$ cat src/rtl/spi_byte_pkg.sv
package spi_byte_pkg;
  localparam int REG_W      = 16;
  localparam int BIT_SEL_A  = 0;
  localparam int BIT_SEL_B  = 1;
  localparam int BIT_DIR    = 2;
  localparam int BIT_DONE   = 3;
  localparam int BIT_STROBE = 4;
  localparam int BIT_LOADED = 5;

  typedef enum logic {
    REG_DATA = 1'b0,
    REG_CTRL = 1'b1
  } reg_sel_e;
endpackage

$ cat src/rtl/spi_port_regs.sv
module spi_port_regs
  import spi_byte_pkg::*;
#(
  parameter int DATA_W = 8
) (
  input  logic              clk_i,
  input  logic              rst_ni,
  input  logic              we_i,
  input  logic              addr_i,
  input  logic [REG_W-1:0]  wdata_i,
  output logic [REG_W-1:0]  rdata_o,
  input  logic              rx_valid_i,
  input  logic [DATA_W-1:0] rx_byte_i,
  input  logic              done_i,
  input  logic              loaded_i,
  output logic [DATA_W-1:0] tx_byte_o,
  output logic [1:0]        sel_o,
  output logic              dir_rd_o,
  output logic              strobe_o
);
  logic [DATA_W-1:0] data_q;
  logic [1:0]        sel_q;
  logic              dir_q, strobe_q;
  logic              wr_data, wr_ctrl;

  assign wr_data = we_i && (addr_i == REG_DATA);
  assign wr_ctrl = we_i && (addr_i == REG_CTRL);

  always_ff @(posedge clk_i or negedge rst_ni) begin
    if (!rst_ni) begin
      data_q <= '0;
    end else if (wr_data) begin
      data_q <= wdata_i[DATA_W-1:0];
    end else if (rx_valid_i) begin
      data_q <= rx_byte_i;
    end
  end

  always_ff @(posedge clk_i or negedge rst_ni) begin
    if (!rst_ni) begin
      sel_q    <= '0;
      dir_q    <= 1'b0;
      strobe_q <= 1'b0;
    end else if (wr_ctrl) begin
      sel_q    <= {wdata_i[BIT_SEL_B], wdata_i[BIT_SEL_A]};
      dir_q    <= wdata_i[BIT_DIR];
      strobe_q <= wdata_i[BIT_STROBE];
    end
  end

  always_comb begin
    rdata_o = '0;
    if (addr_i == REG_DATA) begin
      rdata_o[DATA_W-1:0] = data_q;
    end else begin
      rdata_o[BIT_SEL_A]  = sel_q[0];
      rdata_o[BIT_SEL_B]  = sel_q[1];
      rdata_o[BIT_DIR]    = dir_q;
      rdata_o[BIT_DONE]   = done_i;
      rdata_o[BIT_STROBE] = strobe_q;
      rdata_o[BIT_LOADED] = loaded_i;
    end
  end

  logic unused_w;
  assign unused_w = ^{wdata_i[REG_W-1:DATA_W], wdata_i[BIT_DONE]};

  assign tx_byte_o = data_q;
  assign sel_o     = sel_q;
  assign dir_rd_o  = dir_q;
  assign strobe_o  = strobe_q;
endmodule

$ cat src/rtl/spi_handshake.sv
module spi_handshake (
  input  logic clk_i,
  input  logic rst_ni,
  input  logic strobe_i,
  input  logic busy_i,
  input  logic fin_i,
  output logic start_o,
  output logic loaded_o,
  output logic done_o
);
  logic loaded_q, done_q;

  // accept only a fresh strobe: loaded must have been cleared first
  assign start_o = strobe_i && !loaded_q && !busy_i;

  always_ff @(posedge clk_i or negedge rst_ni) begin
    if (!rst_ni) begin
      loaded_q <= 1'b0;
      done_q   <= 1'b0;
    end else begin
      if (start_o)       loaded_q <= 1'b1;
      else if (!strobe_i) loaded_q <= 1'b0;
      if (start_o)       done_q <= 1'b0;
      else if (fin_i)    done_q <= 1'b1;
    end
  end

  assign loaded_o = loaded_q;
  assign done_o   = done_q;
endmodule

$ cat src/rtl/spi_tick_gen.sv
module spi_tick_gen #(
  parameter int HALF_DIV = 4
) (
  input  logic clk_i,
  input  logic rst_ni,
  input  logic en_i,
  output logic tick_o
);
  localparam int CNT_W = (HALF_DIV > 1) ? $clog2(HALF_DIV) : 1;
  localparam logic [CNT_W-1:0] CNT_MAX = CNT_W'(HALF_DIV - 1);

  logic [CNT_W-1:0] cnt_q;

  always_ff @(posedge clk_i or negedge rst_ni) begin
    if (!rst_ni) begin
      cnt_q <= '0;
    end else if (!en_i || cnt_q == CNT_MAX) begin
      cnt_q <= '0;
    end else begin
      cnt_q <= cnt_q + 1'b1;
    end
  end

  assign tick_o = en_i && (cnt_q == CNT_MAX);
endmodule

$ cat src/rtl/spi_shift_eng.sv
module spi_shift_eng #(
  parameter int DATA_W = 8
) (
  input  logic              clk_i,
  input  logic              rst_ni,
  input  logic              start_i,
  input  logic              tick_i,
  input  logic              rd_i,
  input  logic [DATA_W-1:0] tx_byte_i,
  input  logic              miso_i,
  output logic              busy_o,
  output logic              fin_o,
  output logic              rx_valid_o,
  output logic [DATA_W-1:0] rx_byte_o,
  output logic              sclk_o,
  output logic              mosi_o
);
  localparam int BC_W = (DATA_W > 1) ? $clog2(DATA_W) : 1;
  localparam logic [BC_W-1:0] LAST_BIT = BC_W'(DATA_W - 1);

  logic              busy_q, sclk_q, rd_q, fin_q;
  logic [DATA_W-1:0] tx_sh_q, rx_sh_q;
  logic [BC_W-1:0]   bit_q;

  always_ff @(posedge clk_i or negedge rst_ni) begin
    if (!rst_ni) begin
      busy_q  <= 1'b0;
      sclk_q  <= 1'b0;
      rd_q    <= 1'b0;
      fin_q   <= 1'b0;
      tx_sh_q <= '0;
      rx_sh_q <= '0;
      bit_q   <= '0;
    end else begin
      fin_q <= 1'b0;
      if (start_i) begin
        busy_q  <= 1'b1;
        sclk_q  <= 1'b0;
        rd_q    <= rd_i;
        tx_sh_q <= rd_i ? '0 : tx_byte_i;
        bit_q   <= '0;
      end else if (busy_q && tick_i) begin
        if (!sclk_q) begin
          sclk_q  <= 1'b1;
          rx_sh_q <= {rx_sh_q[DATA_W-2:0], miso_i};
        end else begin
          sclk_q <= 1'b0;
          if (bit_q == LAST_BIT) begin
            busy_q <= 1'b0;
            fin_q  <= 1'b1;
          end else begin
            bit_q   <= bit_q + 1'b1;
            tx_sh_q <= {tx_sh_q[DATA_W-2:0], 1'b0};
          end
        end
      end
    end
  end

  assign busy_o     = busy_q;
  assign fin_o      = fin_q;
  assign rx_valid_o = fin_q && rd_q;
  assign rx_byte_o  = rx_sh_q;
  assign sclk_o     = sclk_q;
  assign mosi_o     = busy_q && tx_sh_q[DATA_W-1];
endmodule

$ cat src/rtl/spi_byte_port.sv
module spi_byte_port
  import spi_byte_pkg::*;
#(
  parameter int DATA_W   = 8,
  parameter int HALF_DIV = 4
) (
  input  logic        clk_i,
  input  logic        rst_ni,
  input  logic        we_i,
  input  logic        addr_i,
  input  logic [15:0] wdata_i,
  output logic [15:0] rdata_o,
  output logic        sclk_o,
  output logic        mosi_o,
  input  logic        miso_i,
  output logic [1:0]  cs_n_o
);
  logic [DATA_W-1:0] tx_byte, rx_byte;
  logic [1:0]        sel;
  logic              dir_rd, ctrl_strobe;
  logic              start, eng_busy, eng_fin, rx_valid, tick;
  logic              loaded_flag, done_flag;

  spi_port_regs #(.DATA_W(DATA_W)) u_regs (
    .clk_i, .rst_ni, .we_i, .addr_i, .wdata_i, .rdata_o,
    .rx_valid_i(rx_valid), .rx_byte_i(rx_byte),
    .done_i(done_flag), .loaded_i(loaded_flag),
    .tx_byte_o(tx_byte), .sel_o(sel), .dir_rd_o(dir_rd), .strobe_o(ctrl_strobe)
  );

  spi_handshake u_hs (
    .clk_i, .rst_ni,
    .strobe_i(ctrl_strobe), .busy_i(eng_busy), .fin_i(eng_fin),
    .start_o(start), .loaded_o(loaded_flag), .done_o(done_flag)
  );

  spi_tick_gen #(.HALF_DIV(HALF_DIV)) u_tick (
    .clk_i, .rst_ni, .en_i(eng_busy), .tick_o(tick)
  );

  spi_shift_eng #(.DATA_W(DATA_W)) u_eng (
    .clk_i, .rst_ni,
    .start_i(start), .tick_i(tick), .rd_i(dir_rd), .tx_byte_i(tx_byte),
    .miso_i, .busy_o(eng_busy), .fin_o(eng_fin), .rx_valid_o(rx_valid),
    .rx_byte_o(rx_byte), .sclk_o, .mosi_o
  );

  // register bits are active-high, pins active-low
  assign cs_n_o = ~sel;
endmodule

$ cat config.mk
export PLATFORM = sky130hd
export DESIGN_NAME = spi_byte_port
export DESIGN_NICKNAME = d
export VERILOG_FILES = /design/src/rtl/spi_byte_pkg.sv /design/src/rtl/spi_port_regs.sv /design/src/rtl/spi_handshake.sv /design/src/rtl/spi_tick_gen.sv /design/src/rtl/spi_shift_eng.sv /design/src/rtl/spi_byte_port.sv
export SDC_FILE = /design/constraint.sdc
export NUM_CORES = 1
export LEC_CHECK = 0
export ABC_AREA = 1
export BUFFER_PORTS_ARGS = -buffer_cell sky130_fd_sc_hd__buf_2
export CAP_MARGIN = 30
export CORE_UTILIZATION = 50
export CTS_CLUSTER_DIAMETER = 40
export DETAILED_ROUTE_END_ITERATION = 7
export PLACE_DENSITY = 0.76
export SLEW_MARGIN = 25
export SYNTH_ARGS = -nofsm -noshare
export SYNTH_HDL_FRONTEND = slang
export SYNTH_HIERARCHICAL = 1
export SYNTH_SLANG_ARGS = --single-unit
$ cat constraint.sdc
create_clock -name clk_i -period 1.8 [get_ports clk_i]
set_clock_uncertainty 0.2 [all_clocks]
set_input_delay 0.09 -clock clk_i [delete_from_list [all_inputs] [get_ports clk_i]]
set_output_delay 0.09 -clock clk_i [all_outputs]
set_load 0.005 [all_outputs]
==> results_dict.tcl <==
set metrics [dict create \
    final_layout_size_suffix_gt1_share_pct 16.7 \
    switching_share_pct 33.8 \
    clkPwrFrac_pct 25.8 \
    drc 0 \
    synth_area_leaders "dfrtp_1, nand2_1, nand3_1, inv_1, buf_4" \
    routed_wl_um 4110 \
    post_dp_cell_area_um2 2200 \
    numCtsBuffers 5 \
    grt_max_degree 40 \
    dr_total_vias 1746 \
    drt_iter0_drc 182 \
    rsz0062_at_grt "no" \
    initial_core_util_pct 52.4 \
    required_ns 1.83 \
    hp-class "in -> reg" \
    synth_area_per_cell_um2 7.70 \
    nNetsFinal 335 \
    clock_latency_ns 0.29 \
    pwr-share-seq_pct 45.6 \
    grt_pass1_vias 1523 \
    critPathMaxFanout 12 \
    final_area_um2 2420 \
    grt_pass1_wl_um 6940 \
    hpwl_um 2780 \
    track_usage_pct 21.3 \
    slew_violations 0 \
    p_comb_share_pct 28.6 \
    synthToLayoutAreaGrowth_pct 14.6 \
    gp_congestion 0.812 \
    worstSetupPathType "reg -> reg" \
    io_buffers 24 \
    cts_buffer_depth 2 \
    coreArea_um2 4030 \
    antenna_left 0 \
    status "complete, no violations" \
    h-tree-depth 2 \
    end_kind "flip-flop" \
    p_switching_w 0.000984 \
    rows 23 \
    clock-sinks 39 \
    min_period_ns 1.67 \
    ir_drop_mv 0.655 \
    io-pin-count 41 \
    leakagePower_nw 1.42 \
    overflow 0 \
    die_y_um 67.0 \
    wl_per_cell_um 11.4 \
    synth_top_area_share_pct 46.2 \
    yosysWarnings 6 \
    hold_violations 0 \
    die-area_um2 4490 \
    finalCritPeriodShare_pct 93.0 \
    max-cap-violations 0 \
    fin_tns_setup_ns 0 \
    dieWidth_um 67.0 \
    path_clk_slew_ns 0.08 \
    antenna_found_initial 0 \
    synth_seq_cells 39 \
    syn_area_um2 2110 \
    report.final.setup_viol 0 \
    synthCells 274 \
    via_per_inst 4.82 \
    p_per_area_nw_per_um2 1200 \
    diodes 0 \
    drt_pass1_iterations 6 \
    cts_tree "yes" \
    final_util_pct 60.1 \
    yosys.area.top_type "dfrtp_1" \
    p_int_w 0.00193 \
    fmax_ghz 0.597 \
    arrival_ns 1.70 \
    yosysUniqueCellTypes 19 \
    ys_seq_area_share_pct 46.2 \
    cts-root-buf "clkbuf_8" \
    start_kind "flip-flop" \
]
## cell usage in the layout (no fill, tap or decap), types with 4 or more instances in the layout
cell,synthesis,final
buf_2,0,24
buf_4,11,6
clkbuf_8,0,6
conb_1,1,8
dfrtp_1,39,39
dlygate4sd3_1,0,10
inv_1,25,25
nand2_1,113,113
nand2_2,6,5
nand3_1,48,48
nor2_1,9,9
o21ai_0,4,4
## final timing paths
| check | slack (ns) | start | cells past startpoint | end |
|---|---|---|---|---|
| setup / recovery | 0.13 | u_eng/bit_q[0]$_DFFE_PN0P_ | 7 | u_eng/tx_sh_q[7]$_DFFE_PN0P_ |
| hold / removal | 0.03 | we_i | 4 | u_regs/tx_byte_o[7]$_DFFE_PN0P_ |
| setup reg to reg | 0.13 | u_eng/bit_q[0]$_DFFE_PN0P_ | 7 | u_eng/tx_sh_q[7]$_DFFE_PN0P_ |
| hold reg to reg | 0.24 | u_tick/cnt_q[0]$_DFF_PN0_ | 1 | u_tick/cnt_q[0]$_DFF_PN0_ |
| max in group asynchronous | 0.88 | rst_ni | 3 | u_eng/rx_byte_o[0]$_DFFE_PN0P_ |
| min in group asynchronous | 0.18 | rst_ni | 3 | u_eng/tx_sh_q[5]$_DFFE_PN0P_ |
## timing repair
| action | in CTS | in global routing |
|---|---|---|
| setup endpoints to repair | 0 | 7 |
| hold endpoints to repair | 52 | 0 |
| resized for setup | 0 | 1 |
| buffers inserted | 0 | 0 |
| hold buffers | 10 | 0 |
## power groups by stage
stage	clock (W)	combinational, W	sequential [W]
detailed placement	0	0.000811	0.00134
CTS	0.000768	0.000833	0.00133
finish	0.000751	0.000831	0.00133
global placement	0	0.000778	0.00134
global route	0.000806	0.000975	0.00137
floorplan	0	0.000631	0.00129
## sequential cells by signal, summed over array words and instances, names as in the netlist, 2 cells and up
name,flops
u_eng/tx_sh_q,8
u_tick/cnt_q,2
u_regs/tx_byte_o,8
u_eng/bit_q,3
u_eng/rx_byte_o,8
u_regs/sel_o,2
## cells in the mapped netlist
master / instances
buf_12: 2
buf_4: 11
buf_6: 4
conb_1: 1
dfrtp_1: 39
ha_1: 3
inv_1: 25
inv_2: 3
inv_8: 1
nand2_1: 113
nand2_2: 6
nand2_8: 1
nand3_1: 48
nand3_2: 1
nor2_1: 9
nor2_2: 1
nor2_4: 1
o21ai_0: 4
or2_0: 1
## worst max-delay path, stage by stage (launching register included)
cell,delay (ns)
dfrtp_1,0.41
ha_1,0.20
ha_1,0.23
nor2_2,0.13
nand2_2,0.18
nand2_4,0.15
nand2_1,0.06
nand2_1,0.06
## through the flow
step | std cells | total power, W | setup WS, ns | hold WS [ns]
2_1_floorplan | 281 | 0.00192 | 0.283 | -0.406
5_1_grt | 362 | 0.00315 | 0.00549 | 0.0481
3_3_place_gp | 344 | 0.00212 | 0.153 | -0.0313
3_5_place_dp | 344 | 0.00215 | 0.133 | -0.0248
6_report | 362 | 0.00291 | 0.126 | 0.0322
4_1_cts | 362 | 0.00293 | 0.108 | 0.0253
## layout make-up
class	count	area [um2]
well taps	50	62.6
fillers	369	1610
clock buffers	6	82.6
clock inverters	2	35.0
flip-flops and latches	39	976
inverters	29	116
multi-input cells	196	882
repair buffers	40	265
## cell families after synthesis
group,after synthesis,synth area share [%]
compound gates,4,0.948
other cells,1,0.178
simple gates,181,37.4
flops,39,46.2
fa+ha+maj,3,1.78
buf+inv,46,13.5
## metal layers
layer / vias up / track usage, % / part of all wire (%)
met5: - / 0 / 0
met4: 0 / 9.57 / 1.7
met3: 7 / 5.14 / 4.5
met2: 40 / 32.4 / 48
met1: 800 / 28.3 / 46
li1: 899 / - / -
(Power assumes the default switching activity.)
